==> src/rtl/pmb_pkg.sv <==
package pmb_pkg;
  localparam int STB_W  = 4;
  localparam int BYTE_W = 8;

  localparam int B_EN   = 15;
  localparam int B_OVF  = 9;
  localparam int B_BUSY = 8;
  localparam int B_WORD = 6;
  localparam int B_IRQ  = 5;
  localparam int B_INC  = 4;

  typedef enum logic [1:0] {
    REG_CTRL = 2'd0,
    REG_ADDR = 2'd1,
    REG_DATA = 2'd2,
    REG_MASK = 2'd3
  } reg_sel_e;

  typedef enum logic [1:0] {
    ST_IDLE   = 2'd0,
    ST_SETUP  = 2'd1,
    ST_STROBE = 2'd2,
    ST_HOLD   = 2'd3
  } bus_st_e;

  typedef struct packed {
    logic             word;
    logic             irq_en;
    logic             inc;
    logic [STB_W-1:0] len;
  } cfg_t;
endpackage

==> src/rtl/pmb_regs.sv <==
module pmb_regs
  import pmb_pkg::*;
#(
  parameter int AW = 16,
  parameter int DW = 16
) (
  input  logic          clk,
  input  logic          rst_n,
  input  logic          host_sel,
  input  logic          host_wr,
  input  logic [1:0]    host_reg,
  input  logic [DW-1:0] host_wdata,
  output logic [DW-1:0] host_rdata,
  input  logic          busy,
  input  logic          cap_en,
  input  logic [DW-1:0] cap_data,
  input  logic          cyc_done,
  output logic          en,
  output cfg_t          cfg,
  output logic [AW-1:0] mask,
  output logic [AW-1:0] addr,
  output logic [DW-1:0] data,
  output logic          start_rd,
  output logic          start_wr
);
  localparam logic [DW-1:0] LOW_MASK = DW'({BYTE_W{1'b1}});

  logic          en_q, en_d;
  cfg_t          cfg_q, cfg_d;
  logic [AW-1:0] mask_q, mask_d;
  logic [AW-1:0] addr_q, addr_d;
  logic [DW-1:0] data_q, data_d;
  logic          ovf_q, ovf_d;

  logic          acc_data, addr_wr, ctrl_wr, mask_wr, ovf_set;
  logic [DW-1:0] width_mask;

  assign acc_data   = host_sel && (host_reg == REG_DATA);
  assign addr_wr    = host_sel && host_wr && (host_reg == REG_ADDR);
  assign ctrl_wr    = host_sel && host_wr && (host_reg == REG_CTRL);
  assign mask_wr    = host_sel && host_wr && (host_reg == REG_MASK);
  assign start_rd   = en_q && !busy && acc_data && !host_wr;
  assign start_wr   = en_q && !busy && acc_data && host_wr;
  assign ovf_set    = en_q && busy && (acc_data || addr_wr);
  assign width_mask = cfg_q.word ? {DW{1'b1}} : LOW_MASK;

  always_comb begin
    en_d   = en_q;
    cfg_d  = cfg_q;
    mask_d = mask_q;
    addr_d = addr_q;
    data_d = data_q;
    ovf_d  = ovf_q;
    if (ctrl_wr) begin
      en_d = host_wdata[B_EN];
      if (!en_q) begin
        cfg_d.word   = host_wdata[B_WORD];
        cfg_d.irq_en = host_wdata[B_IRQ];
        cfg_d.inc    = host_wdata[B_INC];
        cfg_d.len    = host_wdata[STB_W-1:0];
      end
    end
    if (mask_wr && !en_q) mask_d = AW'(host_wdata);
    if (!en_q) begin
      addr_d = '0;
      data_d = '0;
      ovf_d  = 1'b0;
    end else begin
      if (addr_wr && !busy)          addr_d = AW'(host_wdata);
      else if (cyc_done && cfg_q.inc) addr_d = addr_q + 1'b1;
      if (start_wr)    data_d = host_wdata & width_mask;
      else if (cap_en) data_d = cap_data & width_mask;
      if (ovf_set) ovf_d = 1'b1;
    end
  end

  always_ff @(posedge clk or negedge rst_n) begin
    if (!rst_n) begin
      en_q   <= 1'b0;
      cfg_q  <= '0;
      mask_q <= '1;
      addr_q <= '0;
      data_q <= '0;
      ovf_q  <= 1'b0;
    end else begin
      en_q   <= en_d;
      cfg_q  <= cfg_d;
      mask_q <= mask_d;
      addr_q <= addr_d;
      data_q <= data_d;
      ovf_q  <= ovf_d;
    end
  end

  always_comb begin
    host_rdata = '0;
    case (host_reg)
      REG_CTRL: begin
        host_rdata[B_EN]        = en_q;
        host_rdata[B_OVF]       = ovf_q;
        host_rdata[B_BUSY]      = busy;
        host_rdata[B_WORD]      = cfg_q.word;
        host_rdata[B_IRQ]       = cfg_q.irq_en;
        host_rdata[B_INC]       = cfg_q.inc;
        host_rdata[STB_W-1:0]   = cfg_q.len;
      end
      REG_ADDR: host_rdata = DW'(addr_q);
      REG_DATA: host_rdata = data_q;
      default:  host_rdata = DW'(mask_q);
    endcase
  end

  assign en   = en_q;
  assign cfg  = cfg_q;
  assign mask = mask_q;
  assign addr = addr_q;
  assign data = data_q;

  // overflow stays set while enabled
  assert_ovf_sticky_R7: assert property (@(posedge clk) disable iff (!rst_n)
    (ovf_q && en_q) |=> ovf_q)
    else $error("overflow flag dropped while enabled");

  // configuration frozen while enabled
  assert_cfg_locked_R2: assert property (@(posedge clk) disable iff (!rst_n)
    (en_q && $past(en_q)) |-> ($stable(cfg_q) && $stable(mask_q)))
    else $error("configuration changed while enabled");

  // nothing captured or stored while disabled
  assert_idle_clear_R1: assert property (@(posedge clk) disable iff (!rst_n)
    !en_q |=> (data_q == '0 && addr_q == '0 && !ovf_q))
    else $error("runtime state not cleared while disabled");
endmodule

==> src/rtl/pmb_seq.sv <==
module pmb_seq
  import pmb_pkg::*;
(
  input  logic             clk,
  input  logic             rst_n,
  input  logic             en,
  input  logic [STB_W-1:0] len,
  input  logic             start_rd,
  input  logic             start_wr,
  output logic             busy,
  output logic             bus_cs,
  output logic             bus_rd,
  output logic             bus_wr,
  output logic             cap_en,
  output logic             cyc_done
);
  bus_st_e          st_q, st_d;
  logic [STB_W-1:0] cnt_q, cnt_d;
  logic             is_rd_q, is_rd_d;
  logic             last_stb;

  assign last_stb = (st_q == ST_STROBE) && (cnt_q == len);

  always_comb begin
    st_d    = st_q;
    cnt_d   = cnt_q;
    is_rd_d = is_rd_q;
    case (st_q)
      ST_IDLE: if (start_rd || start_wr) begin
        st_d    = ST_SETUP;
        is_rd_d = start_rd;
      end
      ST_SETUP: begin
        st_d  = ST_STROBE;
        cnt_d = '0;
      end
      ST_STROBE: begin
        if (last_stb) st_d = ST_HOLD;
        else          cnt_d = cnt_q + 1'b1;
      end
      default: st_d = ST_IDLE;
    endcase
    if (!en) begin
      st_d  = ST_IDLE;
      cnt_d = '0;
    end
  end

  always_ff @(posedge clk or negedge rst_n) begin
    if (!rst_n) begin
      st_q    <= ST_IDLE;
      cnt_q   <= '0;
      is_rd_q <= 1'b0;
    end else begin
      st_q    <= st_d;
      cnt_q   <= cnt_d;
      is_rd_q <= is_rd_d;
    end
  end

  assign busy     = (st_q != ST_IDLE);
  assign bus_cs   = busy;
  assign bus_rd   = (st_q == ST_STROBE) && is_rd_q;
  assign bus_wr   = (st_q == ST_STROBE) && !is_rd_q;
  assign cap_en   = last_stb && is_rd_q && en;
  assign cyc_done = (st_q == ST_HOLD);

  // strobes are exclusive
  assert_rd_wr_excl_R4: assert property (@(posedge clk) disable iff (!rst_n)
    !(bus_rd && bus_wr))
    else $error("read and write strobes overlap");

  // setup clock of chip select before a strobe
  assert_setup_R4: assert property (@(posedge clk) disable iff (!rst_n)
    ($rose(bus_rd) || $rose(bus_wr)) |-> $past(bus_cs))
    else $error("strobe without setup clock");

  // hold clock of chip select after a strobe
  assert_hold_R4: assert property (@(posedge clk) disable iff (!rst_n)
    ($fell(bus_rd) || $fell(bus_wr)) |-> bus_cs)
    else $error("strobe without hold clock");

  // launch raises busy next clock without a strobe
  assert_launch_busy_R6: assert property (@(posedge clk) disable iff (!rst_n)
    (en && !busy && (start_rd || start_wr)) |=> (busy && !bus_rd && !bus_wr))
    else $error("launch did not enter setup");

  // disable stops the bus
  assert_disable_idle_R1: assert property (@(posedge clk) disable iff (!rst_n)
    !en |=> !bus_cs)
    else $error("bus active while disabled");
endmodule

==> src/rtl/pmb_addr_drv.sv <==
module pmb_addr_drv #(
  parameter int AW = 16
) (
  input  logic [AW-1:0] addr,
  input  logic [AW-1:0] mask,
  output logic [AW-1:0] pins
);
  for (genvar i = 0; i < AW; i++) begin : g_pin
    assign pins[i] = mask[i] & addr[i];
  end
endmodule

==> src/rtl/pmb_master.sv <==
module pmb_master
  import pmb_pkg::*;
#(
  parameter int AW = 16,
  parameter int DW = 16
) (
  input  logic          clk,
  input  logic          rst_n,
  input  logic          host_sel,
  input  logic          host_wr,
  input  logic [1:0]    host_reg,
  input  logic [DW-1:0] host_wdata,
  output logic [DW-1:0] host_rdata,
  output logic [AW-1:0] bus_addr,
  output logic          bus_cs,
  output logic          bus_rd,
  output logic          bus_wr,
  output logic [DW-1:0] bus_dout,
  input  logic [DW-1:0] bus_din,
  output logic          irq
);
  logic [1:0]    rst_sync_q;
  logic          rst_int_n;
  logic          en, busy, cap_en, cyc_done, start_rd, start_wr;
  cfg_t          cfg;
  logic [AW-1:0] mask, addr;
  logic [DW-1:0] data;

  always_ff @(posedge clk or negedge rst_n) begin
    if (!rst_n) rst_sync_q <= 2'b00;
    else        rst_sync_q <= {rst_sync_q[0], 1'b1};
  end
  assign rst_int_n = rst_sync_q[1];

  pmb_regs #(.AW(AW), .DW(DW)) u_regs (
    .clk(clk), .rst_n(rst_int_n),
    .host_sel(host_sel), .host_wr(host_wr), .host_reg(host_reg),
    .host_wdata(host_wdata), .host_rdata(host_rdata),
    .busy(busy), .cap_en(cap_en), .cap_data(bus_din), .cyc_done(cyc_done),
    .en(en), .cfg(cfg), .mask(mask), .addr(addr), .data(data),
    .start_rd(start_rd), .start_wr(start_wr)
  );

  pmb_seq u_seq (
    .clk(clk), .rst_n(rst_int_n), .en(en), .len(cfg.len),
    .start_rd(start_rd), .start_wr(start_wr),
    .busy(busy), .bus_cs(bus_cs), .bus_rd(bus_rd), .bus_wr(bus_wr),
    .cap_en(cap_en), .cyc_done(cyc_done)
  );

  pmb_addr_drv #(.AW(AW)) u_addr (
    .addr(addr), .mask(mask), .pins(bus_addr)
  );

  assign bus_dout = data;
  assign irq      = cyc_done & cfg.irq_en;

  // interrupt sits in the hold clock and lasts one clock
  assert_irq_hold_R9: assert property (@(posedge clk) disable iff (!rst_int_n)
    irq |-> (bus_cs && !bus_rd && !bus_wr))
    else $error("interrupt outside hold clock");

  assert_irq_single_R9: assert property (@(posedge clk) disable iff (!rst_int_n)
    irq |=> (!irq && !bus_cs))
    else $error("interrupt longer than one clock");
endmodule

==> config.mk <==
export PLATFORM = sky130hd
export DESIGN_NAME = pmb_master
export DESIGN_NICKNAME = d
export VERILOG_FILES = /design/src/rtl/pmb_pkg.sv /design/src/rtl/pmb_regs.sv /design/src/rtl/pmb_seq.sv /design/src/rtl/pmb_addr_drv.sv /design/src/rtl/pmb_master.sv
export SDC_FILE = /design/constraint.sdc
export NUM_CORES = 1
export LEC_CHECK = 0
export BUFFER_PORTS_ARGS = -buffer_cell sky130_fd_sc_hd__buf_2
export CORE_MARGIN = 5
export CORE_UTILIZATION = 38
export CTS_CLUSTER_DIAMETER = 60
export CTS_CLUSTER_SIZE = 8
export DETAILED_ROUTE_END_ITERATION = 8
export SYNTH_ARGS = -nofsm -noshare
export SYNTH_HDL_FRONTEND = slang
export SYNTH_SLANG_ARGS = --single-unit
==> constraint.sdc <==
create_clock -name clk -period 3.6 [get_ports clk]
set_input_delay 0.36 -clock clk [delete_from_list [all_inputs] [get_ports clk]]
set_output_delay 0.36 -clock clk [all_outputs]
set_load 0.005 [all_outputs]
==> impl_metrics.tcl <==
set metrics [dict create \
    dieArea_mm2 0.0124 \
    synth_area_leaders "dfrtp_1 (32%), dfstp_2 (11%), mux2_1 (6.3%)" \
    cts_setup_buffers 0 \
    grt_max_degree 43 \
    syn_to_final_growth_pct 18.4 \
    ys.flop_type "dfrtp_1" \
    cp_top_family "simple AND/OR/NAND/NOR gates" \
    yosysWarnings 0 \
    clk_pin_slew_ps 70 \
    tns_ps 0 \
    finalCritPeriodShare 0.725 \
    h-tree-depth 3 \
    n_fill_cell 1012 \
    synthesis.area_mm2 0.00391 \
    clockBufferDepth 2 \
    hp-start "host_wr" \
    reg2reg_from "u_seq.st_q[0]" \
    cp_cell_sequence "inv_1 -> ha_1 -> nand4b_1 -> o21ai_0 -> a21oi_1 -> mux2_4" \
    hp-class "in -> reg" \
    grt_pass1_vias 3390 \
    wl_um 11600 \
    path_buf_inv 1 \
    cts-resized-gates 0 \
    boundaryPins 90 \
    switching_share 0.335 \
    grt_usage 0.188 \
    num_vias 3251 \
    synth.avg_cell_area_um2 10.7 \
    cts_root_buffer "clkbuf_8" \
    drive_above_1_share 0.360 \
    fmax_mhz 383 \
    n_antenna_cell 0 \
    holdBufCountCts 1 \
    outcome "finished, final reports clean" \
    worst_setup_path_start_kind "flip-flop" \
    worstSetupPathType "reg -> reg" \
    dp_hpwl_um 8260 \
    antenna_found_initial 0 \
    dr.pass1.iters 4 \
    synth_edf_count 0 \
    synth_nets 410 \
    maxCapViolCount 0 \
    rsz0062_at_grt "false" \
    gr-total-overflow 0 \
    cts_tree "done" \
    port_buffers 89 \
    setup_viol 0 \
    ys_top_cells_by_count "dfrtp_1 (50), o21ai_0 (26), a21oi_1 (24)" \
    totalPowerFinal_mw 2.31 \
    p_per_area_mw_per_mm2 499 \
    reg2reg_depth 6 \
    drt-wirelength-per-cell_um 19.7 \
    worstHoldEndpoint "u_seq.is_rd_q" \
    coreArea_mm2 0.0102 \
    reg2reg_slack_ps 990 \
    final_hold_viol_count 0 \
    timing.rr.end "u_regs.data[8]" \
    synthDistinctLibCells 51 \
    crit_required_ps 3830 \
    drc 0 \
    gp_congestion 0.802 \
    synth_area_leader_cell "dfrtp_1" \
    p_sw_uw 773 \
    initial_core_util 0.384 \
    cts.sinks 66 \
    nets 492 \
    clock_latency_ps 350 \
    internal-power_mw 1.54 \
    max_slew_margin 0.360 \
    die_w_um 111 \
    die_y_um 111 \
    cp_slowest_cell "nand4b_1" \
    drtAntennaViolNets 0 \
    ir_worst_vdd_mv 0.174 \
    yosys.cell_count.top_type "dfrtp_1" \
    critPathMaxStageDelay_ps 720 \
    clkPwrFrac 0.241 \
    worst_pin_slew_ps 960 \
    synth_top_area_frac 0.320 \
    comb_power_share 0.282 \
    post-route-min-period_ps 2610 \
    cp-end-kind "flip-flop" \
    synthCells 366 \
    yosysSeqAreaShare 0.428 \
    synth-seq-cells 66 \
    synthArstFlopShare 1.00 \
    finalMaxSlewViolations 0 \
    grt_pass1_wl_um 18500 \
    fin_skew_ps 9.27 \
    cts_buffers 9 \
    rows 37 \
    power.leakage_nw 2.07 \
    via_per_inst 5.52 \
    pwr-share-seq 0.477 \
    whs_path_depth 2 \
    drtIter0Drc 166 \
    path_max_fanout 16 \
    arrival_ps 2840 \
]
[sequential cells by signal (all words and copies together), names as in the netlist, 2 cells and up]
register and flops:
u_regs.addr 16, u_regs.data 16, u_regs.mask 16, u_regs.cfg 7, u_seq.cnt_q 4, rst_sync_q 2, u_seq.st_q 2
[cells by family (layout without fill, tap and decap cells)]
group / Yosys count / count (layout) / synth area share
AND/OR/NAND/NOR: 99 / 99 / 0.145
AO/OA/AOI/OAI: 89 / 89 / 0.139
flip-flops: 66 / 66 / 0.428
multiplexers: 53 / 53 / 0.188
buffers and inverters: 35 / 122 / 0.0432
XOR/XNOR: 17 / 17 / 0.0381
adder cells (fa/ha/maj): 6 / 6 / 0.0192
other: 1 / 1 / 0.000959
[power groups by stage]
stage,clock network [mW],registers (mW),logic (mW)
2_1_floorplan,0,1.06,0.445
6_report,0.557,1.10,0.651
5_1_grt,0.592,1.13,0.713
4_1_cts,0.569,1.10,0.657
3_5_place_dp,0,1.11,0.653
3_3_place_gp,0,1.11,0.634
[placed cells by master (no fill, tap or decap), types with 6 or more instances in the layout]
master	synthesis	layout
buf_2	6	89
dfrtp_1	50	49
o21ai_0	26	26
a21oi_1	24	24
and2_1	22	22
nand3_1	22	22
mux2_1	22	22
nand2_1	17	17
dfstp_2	16	16
mux2_2	12	12
a211oi_1	12	12
mux4_2	10	10
xor2_1	10	10
clkbuf_8	0	10
nor2_1	9	9
buf_4	2	8
inv_1	7	7
xnor2_1	7	7
nand4_1	7	7
mux2_4	7	7
o21ai_1	7	7
a22o_1	6	6
ha_1	6	6
[area by class of cell]
| cell class | instances | area, um2 | share of cell area |
|---|---|---|---|
| tap | 136 | 170 | 0.0368 |
| clock inverter | 5 | 30.0 | 0.00649 |
| timing repair buffer | 98 | 515 | 0.111 |
| sequential | 66 | 1670 | 0.361 |
| inverter | 8 | 30.0 | 0.00649 |
| clock buffer | 11 | 141 | 0.0305 |
| multi-input combinational | 265 | 2070 | 0.447 |
[stage by stage]
stage | cells | utilization | setup slack (ps) | instance area [um2] | hold WS [ps]
2_1_floorplan | 366 | - | 1650 | 3910 | 64.4
3_3_place_gp | 572 | 0.437 | 1190 | 4450 | 146
3_5_place_dp | 572 | 0.437 | 1020 | 4450 | 146
4_1_cts | 589 | 0.454 | 1020 | 4630 | 249
5_1_grt | 589 | 0.454 | 838 | 4630 | 257
6_report | 589 | 0.454 | 990 | 4630 | 260
[metal layers]
| layer | share of wire | track usage | vias to the layer above |
|---|---|---|---|
| met1 | 0.45 | 0.256 | 1642 |
| li1 | - | - | 1512 |
| met3 | 0.043 | 0.0321 | 15 |
| met2 | 0.49 | 0.303 | 82 |
| met4 | 0.015 | 0.0673 | 0 |
| met5 | 0 | 0 | - |
[worst max-delay path by stage]
stage / from / to / slack [ps] / cells past startpoint
final: u_seq.st_q[0] / u_regs.data[8] / 990 / 6
after CTS: u_seq.st_q[0] / u_regs.data[8] / 1020 / 6
after detailed placement: u_seq.st_q[0] / u_regs.data[8] / 1020 / 6
after global placement: u_seq.st_q[0] / u_regs.data[8] / 1190 / 6
after global routing: u_seq.st_q[0] / u_regs.data[8] / 840 / 6
after floorplan: rst_sync_q[1] / u_regs.addr[0] / 1650 / 0
(Power assumes the default switching activity.)
